**src/rtl/crc_accum_pkg.sv**
```systemverilog
package crc_accum_pkg;

    localparam int CRC_W    = 32;
    localparam int BYTE_W   = 8;
    localparam int IDX_W    = 5;
    localparam int INSN_W   = 32;

    localparam logic [5:0] MAJOR_OP = 6'b011111;
    localparam logic [5:0] MINOR_OP = 6'b001111;

    localparam logic [CRC_W-1:0] POLY_STD  = 32'hEDB88320;
    localparam logic [CRC_W-1:0] POLY_CAST = 32'h82F63B78;

    typedef enum logic {
        POLY_SEL_STD  = 1'b0,
        POLY_SEL_CAST = 1'b1
    } poly_sel_e;

    typedef struct packed {
        logic             illegal;
        poly_sel_e        poly;
        logic [1:0]       size_log2;
        logic [IDX_W-1:0] src_idx;
        logic [IDX_W-1:0] acc_idx;
    } dec_t;

endpackage

```
**src/rtl/crc_insn_decode.sv**
```systemverilog
module crc_insn_decode
    import crc_accum_pkg::*;
(
    input  logic [INSN_W-1:0] insn,
    input  logic              feat_en,
    input  logic              mode64,
    output dec_t              dec
);

    logic       pattern_hit;
    logic [2:0] poly_code;
    logic [1:0] size_code;

    always_comb begin
        pattern_hit = (insn[31:26] == MAJOR_OP) &&
                      (insn[15:11] == 5'b00000) &&
                      (insn[5:0]   == MINOR_OP);
        poly_code   = insn[10:8];
        size_code   = insn[7:6];

        dec.src_idx   = insn[25:21];
        dec.acc_idx   = insn[20:16];
        dec.size_log2 = size_code;
        dec.poly      = poly_sel_e'(poly_code[0]);
        dec.illegal   = !pattern_hit ||
                        !feat_en ||
                        (poly_code[2:1] != 2'b00) ||
                        ((size_code == 2'd3) && !mode64);
    end


    feat_off_chk: assert final (feat_en || dec.illegal);

    poly_code_chk: assert final ((insn[10:9] == 2'b00) || dec.illegal);

endmodule

```
**src/rtl/crc_byte_fold.sv**
```systemverilog
module crc_byte_fold
    import crc_accum_pkg::*;
#(
    parameter int STEPS = BYTE_W
) (
    input  logic [CRC_W-1:0]  crc_in,
    input  logic [BYTE_W-1:0] msg_byte,
    input  poly_sel_e         poly,
    output logic [CRC_W-1:0]  crc_out
);

    logic [CRC_W-1:0] poly_word;
    logic [CRC_W-1:0] chain [STEPS+1];

    always_comb begin
        poly_word = (poly == POLY_SEL_CAST) ? POLY_CAST : POLY_STD;
        chain[0]  = crc_in ^ {{(CRC_W-BYTE_W){1'b0}}, msg_byte};
    end

    for (genvar s = 0; s < STEPS; s++) begin : g_step
        always_comb begin
            chain[s+1] = (chain[s] >> 1) ^ (chain[s][0] ? poly_word : '0);
        end
    end

    assign crc_out = chain[STEPS];

endmodule

```
**src/rtl/crc_fold_seq.sv**
```systemverilog
module crc_fold_seq
    import crc_accum_pkg::*;
#(
    parameter int XLEN = 64
) (
    input  logic             clk,
    input  logic             rst_n,
    input  logic             start,
    input  dec_t             dec,
    input  logic [XLEN-1:0]  msg_in,
    input  logic [CRC_W-1:0] crc_init,
    output logic             busy,
    output logic [CRC_W-1:0] fold_crc,
    output logic [BYTE_W-1:0] fold_byte,
    output poly_sel_e        fold_poly,
    input  logic [CRC_W-1:0] fold_res,
    output logic             done,
    output logic             wen,
    output logic [IDX_W-1:0] rd,
    output logic [XLEN-1:0]  data
);

    localparam int MAX_BYTES = XLEN / BYTE_W;
    localparam int CNT_W     = $clog2(MAX_BYTES + 1);

    typedef struct packed {
        logic             busy;
        logic [CNT_W-1:0] left;
        logic [CRC_W-1:0] crc;
        logic [XLEN-1:0]  msg;
        poly_sel_e        poly;
        logic [IDX_W-1:0] rd;
        logic             done;
        logic             wen;
        logic [XLEN-1:0]  data;
    } seq_t;

    seq_t s_d, s_q;

    always_comb begin
        s_d      = s_q;
        s_d.done = 1'b0;
        s_d.wen  = 1'b0;
        if (s_q.busy) begin
            s_d.crc  = fold_res;
            s_d.msg  = s_q.msg >> BYTE_W;
            s_d.left = s_q.left - 1'b1;
            if (s_q.left == CNT_W'(1)) begin
                s_d.busy = 1'b0;
                s_d.done = 1'b1;
                s_d.wen  = (s_q.rd != '0);
                s_d.data = {{(XLEN-CRC_W){fold_res[CRC_W-1]}}, fold_res};
            end
        end else if (start) begin
            s_d.busy = 1'b1;
            s_d.left = CNT_W'(1) << dec.size_log2;
            s_d.crc  = crc_init;
            s_d.msg  = msg_in;
            s_d.poly = dec.poly;
            s_d.rd   = dec.acc_idx;
        end
    end

    always_ff @(posedge clk) begin
        if (!rst_n) begin
            s_q <= '0;
        end else begin
            s_q <= s_d;
        end
    end

    assign busy      = s_q.busy;
    assign fold_crc  = s_q.crc;
    assign fold_byte = s_q.msg[BYTE_W-1:0];
    assign fold_poly = s_q.poly;
    assign done      = s_q.done;
    assign wen       = s_q.wen;
    assign rd        = s_q.rd;
    assign data      = s_q.data;


    left_range_chk: assert property (@(posedge clk) disable iff (!rst_n)
        s_q.busy |-> (s_q.left != '0) && (s_q.left <= CNT_W'(MAX_BYTES)));

    done_ends_busy_chk: assert property (@(posedge clk) disable iff (!rst_n)
        s_q.done |-> !$past(s_q.done && !s_q.busy) || !s_q.busy);

    busy_holds_poly_chk: assert property (@(posedge clk) disable iff (!rst_n)
        (s_q.busy && $past(s_q.busy)) |-> $stable(s_q.poly) && $stable(s_q.rd));

endmodule

```
**src/rtl/crc_accum_exu.sv**
```systemverilog
module crc_accum_exu
    import crc_accum_pkg::*;
#(
    parameter int XLEN = 64
) (
    input  logic                clk,
    input  logic                rst_n,
    input  logic                in_valid,
    output logic                in_ready,
    input  logic [INSN_W-1:0]   insn,
    input  logic [XLEN-1:0]     rs_val,
    input  logic [CRC_W-1:0]    rt_lo,
    input  logic                feat_en,
    input  logic                mode64,
    output logic [IDX_W-1:0]    rs_idx,
    output logic                out_rsvd,
    output logic                out_done,
    output logic                out_wen,
    output logic [IDX_W-1:0]    out_rd,
    output logic [XLEN-1:0]     out_data
);

    dec_t             dec;
    logic             busy;
    logic             accept;
    logic             start;
    logic [CRC_W-1:0] fold_crc;
    logic [CRC_W-1:0] fold_res;
    logic [BYTE_W-1:0] fold_byte;
    poly_sel_e        fold_poly;

    crc_insn_decode i_decode (
        .insn    (insn),
        .feat_en (feat_en),
        .mode64  (mode64),
        .dec     (dec)
    );

    crc_byte_fold #(.STEPS(BYTE_W)) i_fold (
        .crc_in   (fold_crc),
        .msg_byte (fold_byte),
        .poly     (fold_poly),
        .crc_out  (fold_res)
    );

    crc_fold_seq #(.XLEN(XLEN)) i_seq (
        .clk       (clk),
        .rst_n     (rst_n),
        .start     (start),
        .dec       (dec),
        .msg_in    (rs_val),
        .crc_init  (rt_lo),
        .busy      (busy),
        .fold_crc  (fold_crc),
        .fold_byte (fold_byte),
        .fold_poly (fold_poly),
        .fold_res  (fold_res),
        .done      (out_done),
        .wen       (out_wen),
        .rd        (out_rd),
        .data      (out_data)
    );

    always_comb begin
        in_ready = !busy;
        accept   = in_valid && in_ready;
        start    = accept && !dec.illegal;
        out_rsvd = accept && dec.illegal;
        rs_idx   = dec.src_idx;
    end


    rsvd_no_done_chk: assert property (@(posedge clk) disable iff (!rst_n)
        (out_rsvd && !$past(start)) |=> !out_done);

    rsvd_in_accept_chk: assert property (@(posedge clk) disable iff (!rst_n)
        out_rsvd |-> in_valid && in_ready);

    busy_after_start_chk: assert property (@(posedge clk) disable iff (!rst_n)
        start |=> !in_ready);

    wen_with_done_chk: assert property (@(posedge clk) disable iff (!rst_n)
        out_wen |-> out_done && (out_rd != '0));

    sign_ext_chk: assert property (@(posedge clk) disable iff (!rst_n)
        out_done |-> (out_data[XLEN-1:CRC_W] == {(XLEN-CRC_W){out_data[CRC_W-1]}}));

endmodule

```
**config.mk**
```make
export PLATFORM = sky130hd
export DESIGN_NAME = crc_accum_exu
export DESIGN_NICKNAME = d
export VERILOG_FILES = /design/src/rtl/crc_accum_pkg.sv /design/src/rtl/crc_insn_decode.sv /design/src/rtl/crc_byte_fold.sv /design/src/rtl/crc_fold_seq.sv /design/src/rtl/crc_accum_exu.sv
export SDC_FILE = /design/constraint.sdc
export NUM_CORES = 1
export LEC_CHECK = 0
export BUFFER_PORTS_ARGS = -buffer_cell sky130_fd_sc_hd__buf_4
export CAP_MARGIN = 20
export CORE_UTILIZATION = 57
export DETAILED_ROUTE_END_ITERATION = 10
export GPL_TIMING_DRIVEN = 1
export PLACE_DENSITY_LB_ADDON = 0.12
export SLEW_MARGIN = 20
export SYNTH_ARGS = -nofsm -noshare
export SYNTH_HDL_FRONTEND = slang
export SYNTH_SLANG_ARGS = --single-unit
```
**constraint.sdc**
```tcl
create_clock -name clk -period 5.7 [get_ports clk]
set_input_delay 0.285 -clock clk [delete_from_list [all_inputs] [get_ports clk]]
set_output_delay 0.285 -clock clk [all_outputs]
set_load 0.02 [all_outputs]
```
==> out/qor.csv <==
stage,metric,value,unit
run_status,status,finished clean,
yosys,Post-synth EDFFs,0,
worst_setup_path,"slowest stage delay, CP",0.80,ns
routing,Routed WL,19860,um
yosys,async set-or-reset flop fraction in the synthesized netlist,0,%
final_layout,# fillers,972,
final_layout,# diodes,0,
routing,Via density,5.539,
job,MaxCap Viol Count,0,
final_layout,register area,2824,sq um
timing,RSZ-0062 raised after global routing,false,
clocking,TritonCTS Sinks,141,
worst_setup_path,CP Data Arrival Time,3.01,ns
die,Die W,117.1,um
worst_setup_path,RR Endpoint,i_seq.fold_crc[4],
grt,first-pass GRT wire length,30750,um
timing,final number of setup-violating endpoints,0,
worst_setup_path,FF-to-FF path depth,7,
clocking,Resized cells post-CTS,0,
clocking,# hold bufs at CTS,0,
yosys,syn nets,1011,
worst_setup_path,CP cell instances,buf_4 -> nor4b_1 -> nand4_1 -> nor4_1 -> and3_2 -> buf_4 -> a22oi_1 -> a21oi_1,
yosys,Ys Warns,0,
timing,crit share post-route,46.96,%
timing,clk_skew,0.008935,ns
final_layout,area of the multi-input gates,3921,sq um
clocking,total CTS buffers,17,
power_and_ir_drop,Design Power,0.002090,W
die,std cell rows,41,
routing,WL/cell,17.22,um
yosys,Synth Flop Type,dfxtp_1,
min_path,hold endpoint,i_seq.s_q[131],
die,Die ar.,13720,sq um
clocking,clk root buf,clkbuf_16,
yosys,cells after synthesis,876,
timing,min Tclk post-route,2.677,ns
grt,gr usage total,29.93,%
final_layout,# nets final,1105,
timing,Max Freq,373.6,MHz
routing,Residual DRC,0,
routing,DRT iter0 DRCs,459,
clocking,"Clk Latency, worst-skew pair",0.42,ns
worst_setup_path,CP Max Fanout,97,
place,GP Congestion,0.9423,
routing,vias after detailed routing,6386,
die,starting density of the core,59.15,%
routing,TritonRoute pass-1 iters,5,
die,CORE AREA,12770,sq um
timing,worst slew pin tran,1.020,ns
timing,final-report max-slew violation count,0,
grt,pin count of the biggest net entering global routing,113,
worst_setup_path,CP Class,in -> reg,
grt,antenna violations before repair,0,
final_layout,area delta synth->final,20.65,%
power_and_ir_drop,Worst VDD drop,0.2877,mV
place,HPWL after DPL,13650,um
timing,Final Hold Fails,0,
worst_setup_path,Reg2Reg Setup Slack,3.04,ns
final_layout,share of cells above drive strength 1,27.12,%
worst_setup_path,Most Frequent Cell on Critical Path,buf_4,
worst_setup_path,Critical Path Sink Type,flip-flop,
yosys,Synth cell types,46,
yosys,sequential area share after synthesis,37.36,%
grt,vias in the first global route,5919,
yosys,Yosys reg bits,141,
die,IO Pins,211,
place,PortBufs,200,
clocking,TritonCTS clock tree,yes,
clocking,setup bufs post-CTS,0,
power_and_ir_drop,Pwr Density,229.3,nW/um^2
timing,Slew headroom,31.53,%
worst_setup_path,Critical Path Source Type,input port,
worst_setup_path,slowest CP cell,buf_4,
min_path,Min-Delay Path Class,in -> reg,
clocking,# H-tree levels,4,
clocking,Worst-path clk slew,0.06,ns
worst_setup_path,Critical Path RT,6.04,ns
yosys,"Avg Cell Area, Syn",8.626,sq um
min_path,Hold Path Depth,3,
min_path,worst hold start,rs_val[59],
power_and_ir_drop,P_leak,3.456,nW
timing,TNS Setup,0,ns
worst_setup_path,reg-to-reg startpoint,i_seq.fold_byte[2],
grt,gr ovfl total,0,
die,chip height,117.1,um
yosys,Mapped Area,7556,sq um
routing,ANT nets after route,0,
clocking,Clock Path Buffers,2,
## synthesized netlist by cell type, types with 7 or more instances
library cell	n	area share (%)
a21oi_1	110	7.3
xor2_1	32	3.7
o21ai_0	19	1.3
mux2i_1	13	1.7
clkbuf_1	48	2.4
a22oi_1	80	7.9
o22ai_1	11	0.91
nor2_1	41	2.0
nand3_1	8	0.53
buf_4	76	7.6
xnor2_1	73	8.5
dfxtp_1	141	37
nand2_1	131	6.5
buf_2	7	0.46
a211oi_1	8	0.79
## power by group
part	switching [W]	internal, W	total, W
sequential	0.000000000348	0.000986	0.000986
combinational	0.0000345	0.0000581	0.0000926
clock	0.000404	0.000608	0.00101
total	0.000438	0.00165	0.00209
## final cells by class
cell class              count  area share, %
well taps                 172          2.361
flip-flops and latches    141          30.98
clock buffers              25          5.545
repair buffers            210          17.47
clock inverters             5         0.3706
multi-input cells         594          43.01
inverters                   6         0.2608
## metal layers
layer	vias to the layer above	track usage, %	wire length (um)
met5	-	0	0
met4	0	10.30	367
met3	31	8.805	1418
met2	246	54.00	10280
met1	3004	33.59	7796
li1	3105	-	-
## registers in the layout, indices dropped and copies added, names as in the netlist
signal           flops
i_seq.fold_crc      32
i_seq.done           1
i_seq.busy           1
i_seq.s_q           60
i_seq.fold_byte      8
i_seq.fold_poly      1
i_seq.data          32
i_seq.wen            1
i_seq.rd             5
## worst max path at each step
stage,endpoint,slack [ns],cells past startpoint,from
after CTS,i_seq.fold_crc[4],3.03,7,i_seq.fold_byte[2]
after global placement,i_seq.fold_byte[2],2.78,8,insn[14]
after floorplan,i_seq.fold_crc[4],3.49,7,i_seq.fold_byte[3]
final,i_seq.fold_byte[2],3.02,8,insn[4]
after detailed placement,i_seq.s_q[107],2.65,8,insn[4]
after global routing,i_seq.fold_crc[10],2.81,8,insn[4]
## through the flow
step	hold slack [ns]	instance area, sq um	setup slack, ns	std cells	util [%]
final	0.1143	9116	3.023	1153	71.37
after global routing	0.1123	9116	2.806	1153	71.37
after CTS	0.1091	9092	3.026	1152	71.18
after detailed placement	0.4467	8553	2.645	1122	66.96
after global placement	0.4432	8553	2.782	1122	66.96
after floorplan	0.4210	7556	3.489	876	-
## placed cells by master, fill, tap and decap left out, types with 3 or more instances in the layout
cell         n
buf_4      208
a21oi_1    110
nand4_1      3
mux2_2       3
nor2b_1      3
nor2_1      39
clkbuf_1     3
o22ai_1     11
xnor2_1     73
xor2_2       3
nand3_1      8
xnor2_2      6
xnor3_1      3
clkbuf_8     5
nor3_1       6
clkinv_2     3
o21ai_1      3
a22oi_1     80
inv_1        5
mux2i_1     13
dfxtp_1    140
nand2b_1     6
xnor2_4      4
xnor3_2      3
o21ai_0     19
clkbuf_16   17
nand2_1    131
xor2_1      32
a211oi_1     8
## cells by family (layout without fill, tap and decap cells)
group,Yosys count,after routing,synth area share (%)
buf+inv,141,246,10.90
mux,16,16,2.169
flops,141,141,37.36
simple gates,210,210,11.61
fa+ha+maj,2,2,0.3311
xor+xnor,127,127,18.40
compound gates,239,239,19.24
## critical path, delay by kind of cell
family	cells	cell delay (ns)
AOI/OAI and AO/OA	2	0.43
and+or+nand+nor	4	1.34
buffers and inverters	2	0.91
Power figures use the tool's default switching activity.
